==> src/rtl/col_seq_pkg.sv <==
package col_seq_pkg;
  localparam int unsigned COL_W_DEF = 8;
  localparam int unsigned LEN_CODE_W = 3;

  typedef enum logic [LEN_CODE_W-1:0] {
    LEN_1    = 3'b000,
    LEN_2    = 3'b001,
    LEN_4    = 3'b010,
    LEN_8    = 3'b011,
    LEN_PAGE = 3'b111
  } len_code_e;
endpackage

==> src/rtl/col_len_decode.sv <==
module col_len_decode
  import col_seq_pkg::*;
#(
  parameter int unsigned COL_W = COL_W_DEF
) (
  input  logic [LEN_CODE_W-1:0] code,
  input  logic                  ilv,
  output logic [COL_W-1:0]      wrap_mask,
  output logic                  page
);
  always_comb begin
    wrap_mask = '0;
    page      = 1'b0;
    case (code)
      LEN_2:    wrap_mask = COL_W'(1);
      LEN_4:    wrap_mask = COL_W'(3);
      LEN_8:    wrap_mask = COL_W'(7);
      LEN_PAGE: begin
        if (!ilv) begin
          wrap_mask = '1;
          page      = 1'b1;
        end
      end
      default:  wrap_mask = '0;
    endcase
  end
endmodule

==> src/rtl/col_addr_map.sv <==
module col_addr_map #(
  parameter int unsigned COL_W = 8
) (
  input  logic [COL_W-1:0] base,
  input  logic [COL_W-1:0] beat,
  input  logic [COL_W-1:0] wrap_mask,
  input  logic             ilv,
  output logic [COL_W-1:0] addr
);
  logic [COL_W-1:0] low_seq;
  logic [COL_W-1:0] low_ilv;

  always_comb begin
    low_seq = (base + beat) & wrap_mask;
    low_ilv = (base ^ beat) & wrap_mask;
    addr    = (base & ~wrap_mask) | (ilv ? low_ilv : low_seq);
  end
endmodule

==> src/rtl/sdram_col_seq.sv <==
module sdram_col_seq
  import col_seq_pkg::*;
#(
  parameter int unsigned COL_W = COL_W_DEF
) (
  input  logic                  clk,
  input  logic                  rst_n,
  input  logic                  start,
  input  logic                  stop,
  input  logic [LEN_CODE_W-1:0] len_code,
  input  logic                  wrap_ilv,
  input  logic [COL_W-1:0]      start_col,
  output logic [COL_W-1:0]      col,
  output logic                  beat_valid,
  output logic                  last_beat
);
  logic             run_q;
  logic [COL_W-1:0] base_q;
  logic [COL_W-1:0] beat_q;
  logic [COL_W-1:0] mask_q;
  logic             ilv_q;
  logic             page_q;
  logic [COL_W-1:0] dec_mask;
  logic             dec_page;
  logic [COL_W-1:0] addr;
  logic             at_end;

  col_len_decode #(.COL_W(COL_W)) u_dec (
    .code      (len_code),
    .ilv       (wrap_ilv),
    .wrap_mask (dec_mask),
    .page      (dec_page)
  );

  col_addr_map #(.COL_W(COL_W)) u_map (
    .base      (base_q),
    .beat      (beat_q),
    .wrap_mask (mask_q),
    .ilv       (ilv_q),
    .addr      (addr)
  );

  assign at_end = run_q && !page_q && (beat_q == mask_q);

  always_ff @(posedge clk) begin
    if (!rst_n) begin
      run_q  <= 1'b0;
      base_q <= '0;
      beat_q <= '0;
      mask_q <= '0;
      ilv_q  <= 1'b0;
      page_q <= 1'b0;
    end else if (start) begin
      run_q  <= 1'b1;
      base_q <= start_col;
      beat_q <= '0;
      mask_q <= dec_mask;
      ilv_q  <= wrap_ilv && !dec_page;
      page_q <= dec_page;
    end else if (stop || at_end) begin
      run_q  <= 1'b0;
    end else if (run_q) begin
      beat_q <= beat_q + COL_W'(1);
    end
  end

  assign col        = run_q ? addr : '0;
  assign beat_valid = run_q;
  assign last_beat  = at_end;
endmodule

==> config.mk <==
export PLATFORM = sky130hd
export DESIGN_NAME = sdram_col_seq
export DESIGN_NICKNAME = d
export VERILOG_FILES = /design/src/rtl/col_seq_pkg.sv /design/src/rtl/col_len_decode.sv /design/src/rtl/col_addr_map.sv /design/src/rtl/sdram_col_seq.sv
export SDC_FILE = /design/constraint.sdc
export NUM_CORES = 1
export LEC_CHECK = 0
export ABC_AREA = 0
export BUFFER_PORTS_ARGS = -buffer_cell sky130_fd_sc_hd__buf_2
export CORE_UTILIZATION = 59
export CTS_CLUSTER_DIAMETER = 100
export DETAILED_ROUTE_END_ITERATION = 8
export PLACE_DENSITY = 0.83
export RECOVER_POWER = 25
export SKIP_CTS_REPAIR_TIMING = 1
export SYNTH_ARGS = -nofsm -noshare
export SYNTH_HDL_FRONTEND = slang
export SYNTH_SLANG_ARGS = --single-unit
==> constraint.sdc <==
create_clock -name clk -period 4.4 [get_ports clk]
set_input_delay 0.88 -clock clk [delete_from_list [all_inputs] [get_ports clk]]
set_output_delay 0.88 -clock clk [all_outputs]
set_load 0.01 [all_outputs]
== After elaboration in Yosys (flattened, before gate mapping) ==
Cells that the tools add are included.
Cells by class
  $add $sub $neg: 2
  multiplexer cells: 8
  equal/unequal tests: 5
  reductions and logical operators: 9
  bitwise gates (word level): 8
Operators by type and width (count)
  $pmux 8 s4: 1
  $and 8x8->8: 3
  $mux 8: 3
  $add 8x1->8 const B: 1
  $add 8x8->8: 1
  $eq 8x8->1: 1
  $not 8->8: 1
  $or 8x8->8: 1
  $xor 8x8->8: 1
  $eq 3x2->1 const B: 2
  $mux 1: 4
  $eq 3x1->1 const B: 1
  $eq 3x3->1 const B: 1
  $logic_and 1x1->1: 3
  $logic_not 1->1: 2
  $not 1->1: 2
  $reduce_and 2->1: 1
  $reduce_bool 2->1: 1
  $reduce_or 2->1: 1
  $logic_or 1x1->1: 1
Word-level totals
  flip-flop bits (word level): 27
  output and inout bits: 10
  logic and storage cells: 38
  input bits: 16

== Longest topological paths before layout ==
Gate-level depths: netlist of run 1.
  word-level depth: 6
  gate-level depth with buffers: 6
  gate-level depth less buffers: 6

== By module ==
A second synthesis of run 1 with hierarchy kept.
Unflattened totals
  cell total of the unflattened synthesis: 207
  area, all modules: 1825.5 um^2
Modules (own cells, without submodules)
  sdram_col_seq: seq. area each 540.5 um^2, instances 1, cells each 134, area an instance 1320.0 um^2
  col_addr_map: seq. area each 0.0 um^2, instances 1, cells each 61, area an instance 420.4 um^2
  col_len_decode: seq. area each 0.0 um^2, instances 1, cells each 12, area an instance 85.1 um^2

== Least setup slack after synthesis of run 1 ==
No wires, ideal clock.
  path kind: flip-flop to output port
  start: register beat_q[1]
  end: output port col[7]
  data required time: 3.520 ns
  arrival: 1.830 ns
  buffers on the path: 0
  path slack: 1.690 ns
  cell stages (with the launch flop): 6
  path through: dfxtp_1 -> ha_1 -> a211oi_2 -> o211ai_1 -> a31o_1 -> or4b_1
Between the ends
  longest elaborated chain between the ends: 5
Ends and longest elaborated chain
  start, declared: line sdram_col_seq.sv:19  | logic [COL_W-1:0] beat_q;
  start signal, assigned: line sdram_col_seq.sv:63  | beat_q <= beat_q + COL_W'(1);
  $add 8x8->8: line col_addr_map.sv:14  | low_seq = (base + beat) & wrap_mask;
  $and 8x8->8: line col_addr_map.sv:14
  $mux 8: line col_addr_map.sv:16  | addr = (base & ~wrap_mask) | (ilv ? low_ilv : low_seq);
  $or 8x8->8: line col_addr_map.sv:16
  $mux 8: line sdram_col_seq.sv:67  | assign col = run_q ? addr : '0;
  end, declared: line sdram_col_seq.sv:13  | output logic [COL_W-1:0] col,
No other way between the ends.

== Worst setup path in the final report of run 1 ==
  start: register beat_q[2]
  end: output port col[7]
The elaborated chain is that of the path after synthesis.

==> results of run 1 <==
## layer usage
layer / wire length (µm) / GRT usage (%)
met2: 1660 / 48.5
met1: 1510 / 34.4
met3: 114 / 2.90
met5: 0 / 0
met4: 27 / 8.33
## cell type report
cell class | count | area (µm²) | area share, %
clock buffer | 3 | 22.5 | 1.37
multi-input combinational | 140 | 998 | 60.8
timing repair buffer | 25 | 124 | 7.54
tap | 28 | 35.0 | 2.13
sequential | 22 | 440 | 26.8
inverter | 6 | 22.5 | 1.37
## registers in the layout (all words and copies together), names as in the netlist
name and cells:
ilv_q 1, beat_valid 1, base_q 8, mask_q 3, beat_q 8, page_q 1
## cells in the final DEF (no fill, tap or decap), types with 3 or more instances in the layout
cell	count
a211oi_1	5
a21oi_1	5
buf_2	24
clkbuf_4	3
dfxtp_1	22
ha_1	8
inv_1	6
mux2i_1	15
nand2_1	16
nand2b_1	6
nand3_1	7
nor2_1	11
nor2b_1	11
nor3_1	3
o21ai_0	8
xnor2_1	5
xor2_1	3
## through the flow
stage               instance area (µm²)  power, mW  instances
finish                             1640      0.370        224
global route                       1640      0.385        224
CTS                                1640      0.371        224
detailed placement                 1620      0.281        221
global placement                   1620      0.277        221
floorplan                          1490      0.260        175
## worst max-delay path, cell delays in order (launching register included)
cell and delay, ps:
dfxtp_1 450, ha_1 320, o211ai_1 230, o211ai_1 190, a31o_1 240, or4b_1 510
buf_2 150
## how the worst max path moves through the flow
stage               slack (ps)     end  cells past startpoint
floorplan                 1690  col[7]                      5
global placement          1540  col[7]                      6
detailed placement        1500  col[7]                      6
CTS                       1140  col[7]                      6
global route              1020  col[7]                      6
finish                    1120  col[7]                      6
## logic make-up after synthesis
kind of cell / after synthesis / synth area share [%]
xor gates and xnor gates: 8 / 4.69
buffers and inverters: 13 / 3.60
and+or+nand+nor: 71 / 26.5
adders and majority gates: 9 / 8.05
AOI/OAI and AO/OA: 37 / 17.6
muxes: 15 / 10.1
DFF: 22 / 29.5
## power groups by stage
stage | Sequential, mW | Clock, mW | Combinational (mW)
after floorplan | 0.216 | 0 | 0.0437
after global placement | 0.221 | 0 | 0.0560
after detailed placement | 0.222 | 0 | 0.0586
after CTS | 0.218 | 0.0946 | 0.0588
after global routing | 0.219 | 0.0998 | 0.0657
final | 0.218 | 0.0934 | 0.0588
==> results.ini, run 1 <==
[status]
outcome=complete, no violations

[synth]
syn-instance-count=175
synth_fp_nets=200
async_flop_share_pct=0
synth.distinct_cells=47
syn_area_per_cell_um2=8.53
yosysSeqAreaShare_pct=29.5
synth_flop_cell=dfxtp_1
synth_edf_count=0
synth_top_area_share_pct=29.5
ys_warn_count=0
yosysMostFrequentCell=dfxtp_1
synth_seq_cells=22
syn_area_um2=1490
synthTopCellsByArea=dfxtp_1, mux2i_1, ha_1
synth_common_cells=dfxtp_1, nand2_1, mux2i_1
yosys.area.top_type=dfxtp_1

[finish]
area_growth_pct=10.1
nNetsFinal=223
n_antenna_cell=0
utilization_pct=71.5
fill_cells=193
drive_gt1_share_pct=15.8

[placement]
dp_hpwl_um=2550
io_buffers=25
gp_congestion=0.848
pre_cts_ws_ps=1500

[routing]
dr.pass1.iters=4
drc=0
wire_per_inst_um=14.8
ant_nets=0
drt-total-wl_um=3310
drt_iter0_drc=30
vias=1385
vias_per_cell=6.18

[floorplan]
dieArea_um2=2740
die_height_um=52.3
core_area_um2=2300
initial_core_util_pct=65.0
pin_count=26
die_x_um=52.3
rows=17

[worst_hold_path]
min_path_cells=2
holdPathEnd=mask_q[0]
min-delay-path-class=reg -> reg
hold_path.startpoint=mask_q[0]

[sta]
worstMarginPinSlew_ps=981
grt_setup_unrepaired=false
max_freq_mhz=305
relSlewSlack_pct=34.6
drv_slew=0
finalSetupViolCount=0
fin_worst_skew_ps=4.10
hold_violations=0
fin_crit_ps=3280
fin_crit_sh_pct=74.6
setup_ws_ps=1120
setup_tns_ps=0
whs_ps=542

[setup_path]
r2r_start=beat_valid
path_class=reg -> out
worst-path-max-fanout=6
rrSetupSlack_ps=2510
cp.required_ps=3520
rr_endpoint=beat_valid
critPathLaunchType=register
reg2reg_depth=4
crit_path_end_kind=primary output
worstPathArrival_ps=2400
cp-startpoint=beat_q[2]

[clock_tree]
cts_buffers=3
clk_pin_slew_ps=120
clk_latency_ps=310
htreeDepth=1
cts_root_buf=clkbuf_4
clock-sinks=22
clock_path_buffers=2
cts_tree=yes

[power]
pwr-share-comb_pct=15.9
ir_drop_v=0.000176
clkPwrFrac_pct=25.2
power.leakage_nw=0.681
internal_power_mw=0.267
powerDensity_nw_per_um2=225
swShare_pct=28.0
power.net_switching_mw=0.103
seqPwrFrac_pct=58.9

[job]
drv_cap=0

[grt]
grt_overflow_total=0
grtUsageTotal_pct=27.4
antenna_found_initial=0
grt_max_degree=18
grt_pass1_vias=1264
grt_pass1_wl_um=5600

Power figures use the tool's default switching activity.
==> run 2: changes to the inputs <==
--- a/config.mk
+++ b/config.mk
@@ -5,12 +5,12 @@
 export SDC_FILE = /design/constraint.sdc
 export NUM_CORES = 1
 export LEC_CHECK = 0
-export ABC_AREA = 0
+export ABC_AREA = 1
 export BUFFER_PORTS_ARGS = -buffer_cell sky130_fd_sc_hd__buf_2
-export CORE_UTILIZATION = 59
+export CORE_UTILIZATION = 49
 export CTS_CLUSTER_DIAMETER = 100
 export DETAILED_ROUTE_END_ITERATION = 8
-export PLACE_DENSITY = 0.83
+export PLACE_DENSITY = 0.74
 export RECOVER_POWER = 25
 export SKIP_CTS_REPAIR_TIMING = 1
 export SYNTH_ARGS = -nofsm -noshare
==> constraint.sdc (replaced) <==
create_clock -name clk -period 2.6 [get_ports clk]
set_input_delay 0.52 -clock clk [delete_from_list [all_inputs] [get_ports clk]]
set_output_delay 0.52 -clock clk [all_outputs]
set_load 0.01 [all_outputs]
==> results.ini, run 2 <==
[grt]
antenna_found_initial=0  ; unchanged
grt_pass1_vias=1311  ; +3.7%
grt_max_degree=15  ; -3
grt_overflow_total=0  ; unchanged
grtUsageTotal_pct=23.1  ; -4.3 points
grt_pass1_wl_um=5750  ; +2.6%

[setup_path]
worst-path-max-fanout=4  ; -2
critPathLaunchType=register
worstPathArrival_ps=1990  ; -410 ps
path_class=reg -> out
crit_path_end_kind=primary output
reg2reg_depth=5  ; +1
rr_endpoint=beat_q[1]
r2r_start=beat_valid
rrSetupSlack_ps=980  ; -1530 ps
cp.required_ps=2080  ; -1440 ps

[synth]
muxShareOfSynthArea_pct=0  ; -10 points
synth-simple-area-share_pct=30.5  ; +4.0 points
synth_top_area_share_pct=30.6  ; +1.1 points
async_flop_share_pct=0  ; unchanged
synth_common_cells=nand2_1, inv_1, nand3_1
synth_xor_area_share_pct=4.86  ; +0.17 points
yosys.area.top_type=dfxtp_1
yosysSeqAreaShare_pct=30.6  ; +1.1 points
synth_fp_nets=244  ; +22%
ys_warn_count=0  ; unchanged
synth_seq_cells=22  ; unchanged
synth_edf_count=0  ; unchanged
synthTopCellsByArea=dfxtp_1, nand2_1, nand3_1
synth_compound_area_share_pct=16.1  ; -1.5 points
synth.distinct_cells=24  ; -49%
syn_area_um2=1440  ; -3.4%
synth_top_family_by_area=simple AND/OR/NAND/NOR gates
syn-instance-count=219  ; +25%
yosysMostFrequentCell=nand2_1
synth_flop_cell=dfxtp_1
syn_area_per_cell_um2=6.58  ; -23%
yosys.area_share.adder_pct=8.33  ; +0.29 points

[routing]
vias_per_cell=5.29  ; -14%
ant_nets=0  ; unchanged
vias=1471  ; +6.2%
wire_per_inst_um=12.6  ; -15%
maxUsedRoutingLayer=met4
dr.pass1.iters=4  ; unchanged
drc=0  ; unchanged
wl_met2_um=1710  ; +3.0%
drt_iter0_drc=66  ; +120%
met3_length_um=162  ; +42%
drt-total-wl_um=3490  ; +5.3%
wl_met1_um=1600  ; +5.5%

[sta]
max_freq_mhz=399
fin_worst_skew_ps=2.01  ; -2.10 ps
hold_violations=0  ; unchanged
drv_slew=0  ; unchanged
setup_tns_ps=0  ; unchanged
fin_crit_ps=2510
setup_ws_ps=93.1  ; -1020 ps
worstMarginPinSlew_ps=593  ; -388 ps
fin_crit_sh_pct=96.4
finalSetupViolCount=0  ; unchanged
whs_ps=411  ; -131 ps
relSlewSlack_pct=60.3  ; +26 points

[floorplan]
rows=19  ; +2
core_area_um2=2780  ; +21%
pin_count=26  ; unchanged
dieArea_um2=3160  ; +16%
die_height_um=56.2  ; +7.5%
die_x_um=56.2  ; +7.5%
initial_core_util_pct=51.8  ; -13 points

[power]
clkPwrFrac_pct=36.9  ; +12 points
ir_drop_v=0.000525  ; +200%
pwr-share-comb_pct=14.5  ; -1.4 points
power.leakage_nw=0.808  ; +19%
internal_power_mw=0.545  ; +100%
power.total_mw=0.742  ; +100%
seqPwrFrac_pct=48.7  ; -10 points
power.net_switching_mw=0.197  ; +90%
swShare_pct=26.5  ; -1.4 points
powerDensity_nw_per_um2=429  ; +91%

[finish]
nNetsFinal=273  ; +22%
area_growth_pct=20.0
drive_gt1_share_pct=20.2  ; +4.4 points
fill_cells=263  ; +36%
finalInstanceArea_um2=1730  ; +5.3%
finalNonFillerCells=278  ; +24%
utilization_pct=62.2  ; -9.3 points
most-common-layout-cells=nand2_1, inv_1, nand3_1, buf_2, nor2_1
reg.largest.list=base_q (8), beat_q (8), mask_q (3)
regArea_um2=457  ; +3.7%
layout_commonest_cell=nand2_1
multiInputGateArea_um2=918  ; -8.0%
n_antenna_cell=0  ; unchanged

[placement]
dp_cells=273  ; +24%
io_buffers=25  ; unchanged
place_area_um2=1600  ; -1.3%
pre_cts_ws_ps=323  ; -1180 ps
gp_congestion=0.852  ; +0.52%
dp_hpwl_um=2520  ; -1.1%

[clock_tree]
clk_pin_slew_ps=140  ; +20 ps
clock_path_buffers=2  ; unchanged
clock-sinks=22  ; unchanged
clk_latency_ps=320  ; about the same
htreeDepth=1  ; unchanged
cts_tree=yes
cts_root_buf=clkbuf_4
cts_buffers=3  ; unchanged

[worst_hold_path]
holdPathEnd=base_q[2]
min_path_cells=3  ; +1
min-delay-path-class=in -> reg
hold_path.startpoint=start_col[2]

[status]
outcome=complete, no violations

[job]
drv_cap=0  ; unchanged

==> run 2: cell count changes after synthesis, sizes merged, moves of 4 or more <==
cell	before	now
o21ai	8	19
a21oi	6	19
nand3	7	25
nor2	11	22
inv	6	34
mux2i	15	0
nand2	16	49
a211oi	6	1
nor2b	11	0
buf	5	1
nand2b	6	0
==> run 2: area by class of cell <==
cell class,count,area share [%]
multi-input cells,160,53.1
flip-flops and latches,22,26.4
repair buffers,27,7.81
inverters,34,7.38
well taps,31,2.24
clock inverters,1,1.74
clock buffers,3,1.30
==> run 2: worst max-delay path by stage <==
| stage | startpoint | endpoint | slack, ps | depth (start not counted) |
|---|---|---|---|---|
| 5_1_grt | beat_q[0] | col[6] | -20 | 11 |
| 6_report | beat_q[0] | col[6] | 90 | 11 |
| 4_1_cts | beat_q[0] | col[6] | -60 | 11 |
| 3_3_place_gp | beat_q[0] | col[6] | 360 | 11 |
| 2_1_floorplan | beat_q[0] | col[6] | 560 | 10 |
| 3_5_place_dp | beat_q[0] | col[6] | 320 | 11 |
==> run 2: layer usage <==
| layer | GRT usage (%) | up-vias |
|---|---|---|
| met3 | 4.42 | 2 |
| met1 | 29.3 | 656 |
| li1 | - | 771 |
| met2 | 40.6 | 42 |
| met4 | 4.88 | 0 |
| met5 | 0 | - |
==> run 2: cell families (layout without fill, tap and decap cells) <==
group	count (synthesis)	in the layout
compound gates	43	43
xor+xnor	8	8
fa+ha+maj	9	9
buf+inv	37	65
flops	22	22
simple gates	100	100
==> run 2: power by group through the flow <==
stage                     sequential (mW)  combinational, mW  clock (mW)
after global placement              0.369              0.103           0
after global routing                0.363              0.122       0.293
after floorplan                     0.366             0.0676           0
final                               0.361              0.107       0.274
after detailed placement            0.370              0.103           0
after CTS                           0.362              0.103       0.281
==> run 2: worst max-delay path, stage by stage, from the launching register on <==
cell and delay, ps:
dfxtp_4 380, ha_2 180, fa_2 350, nand3_1 110, nand2_1 70, nand2_2 80
o21ai_1 90, nand2_1 70, nand2_1 40, o21ai_1 130, inv_1 50, buf_2 130
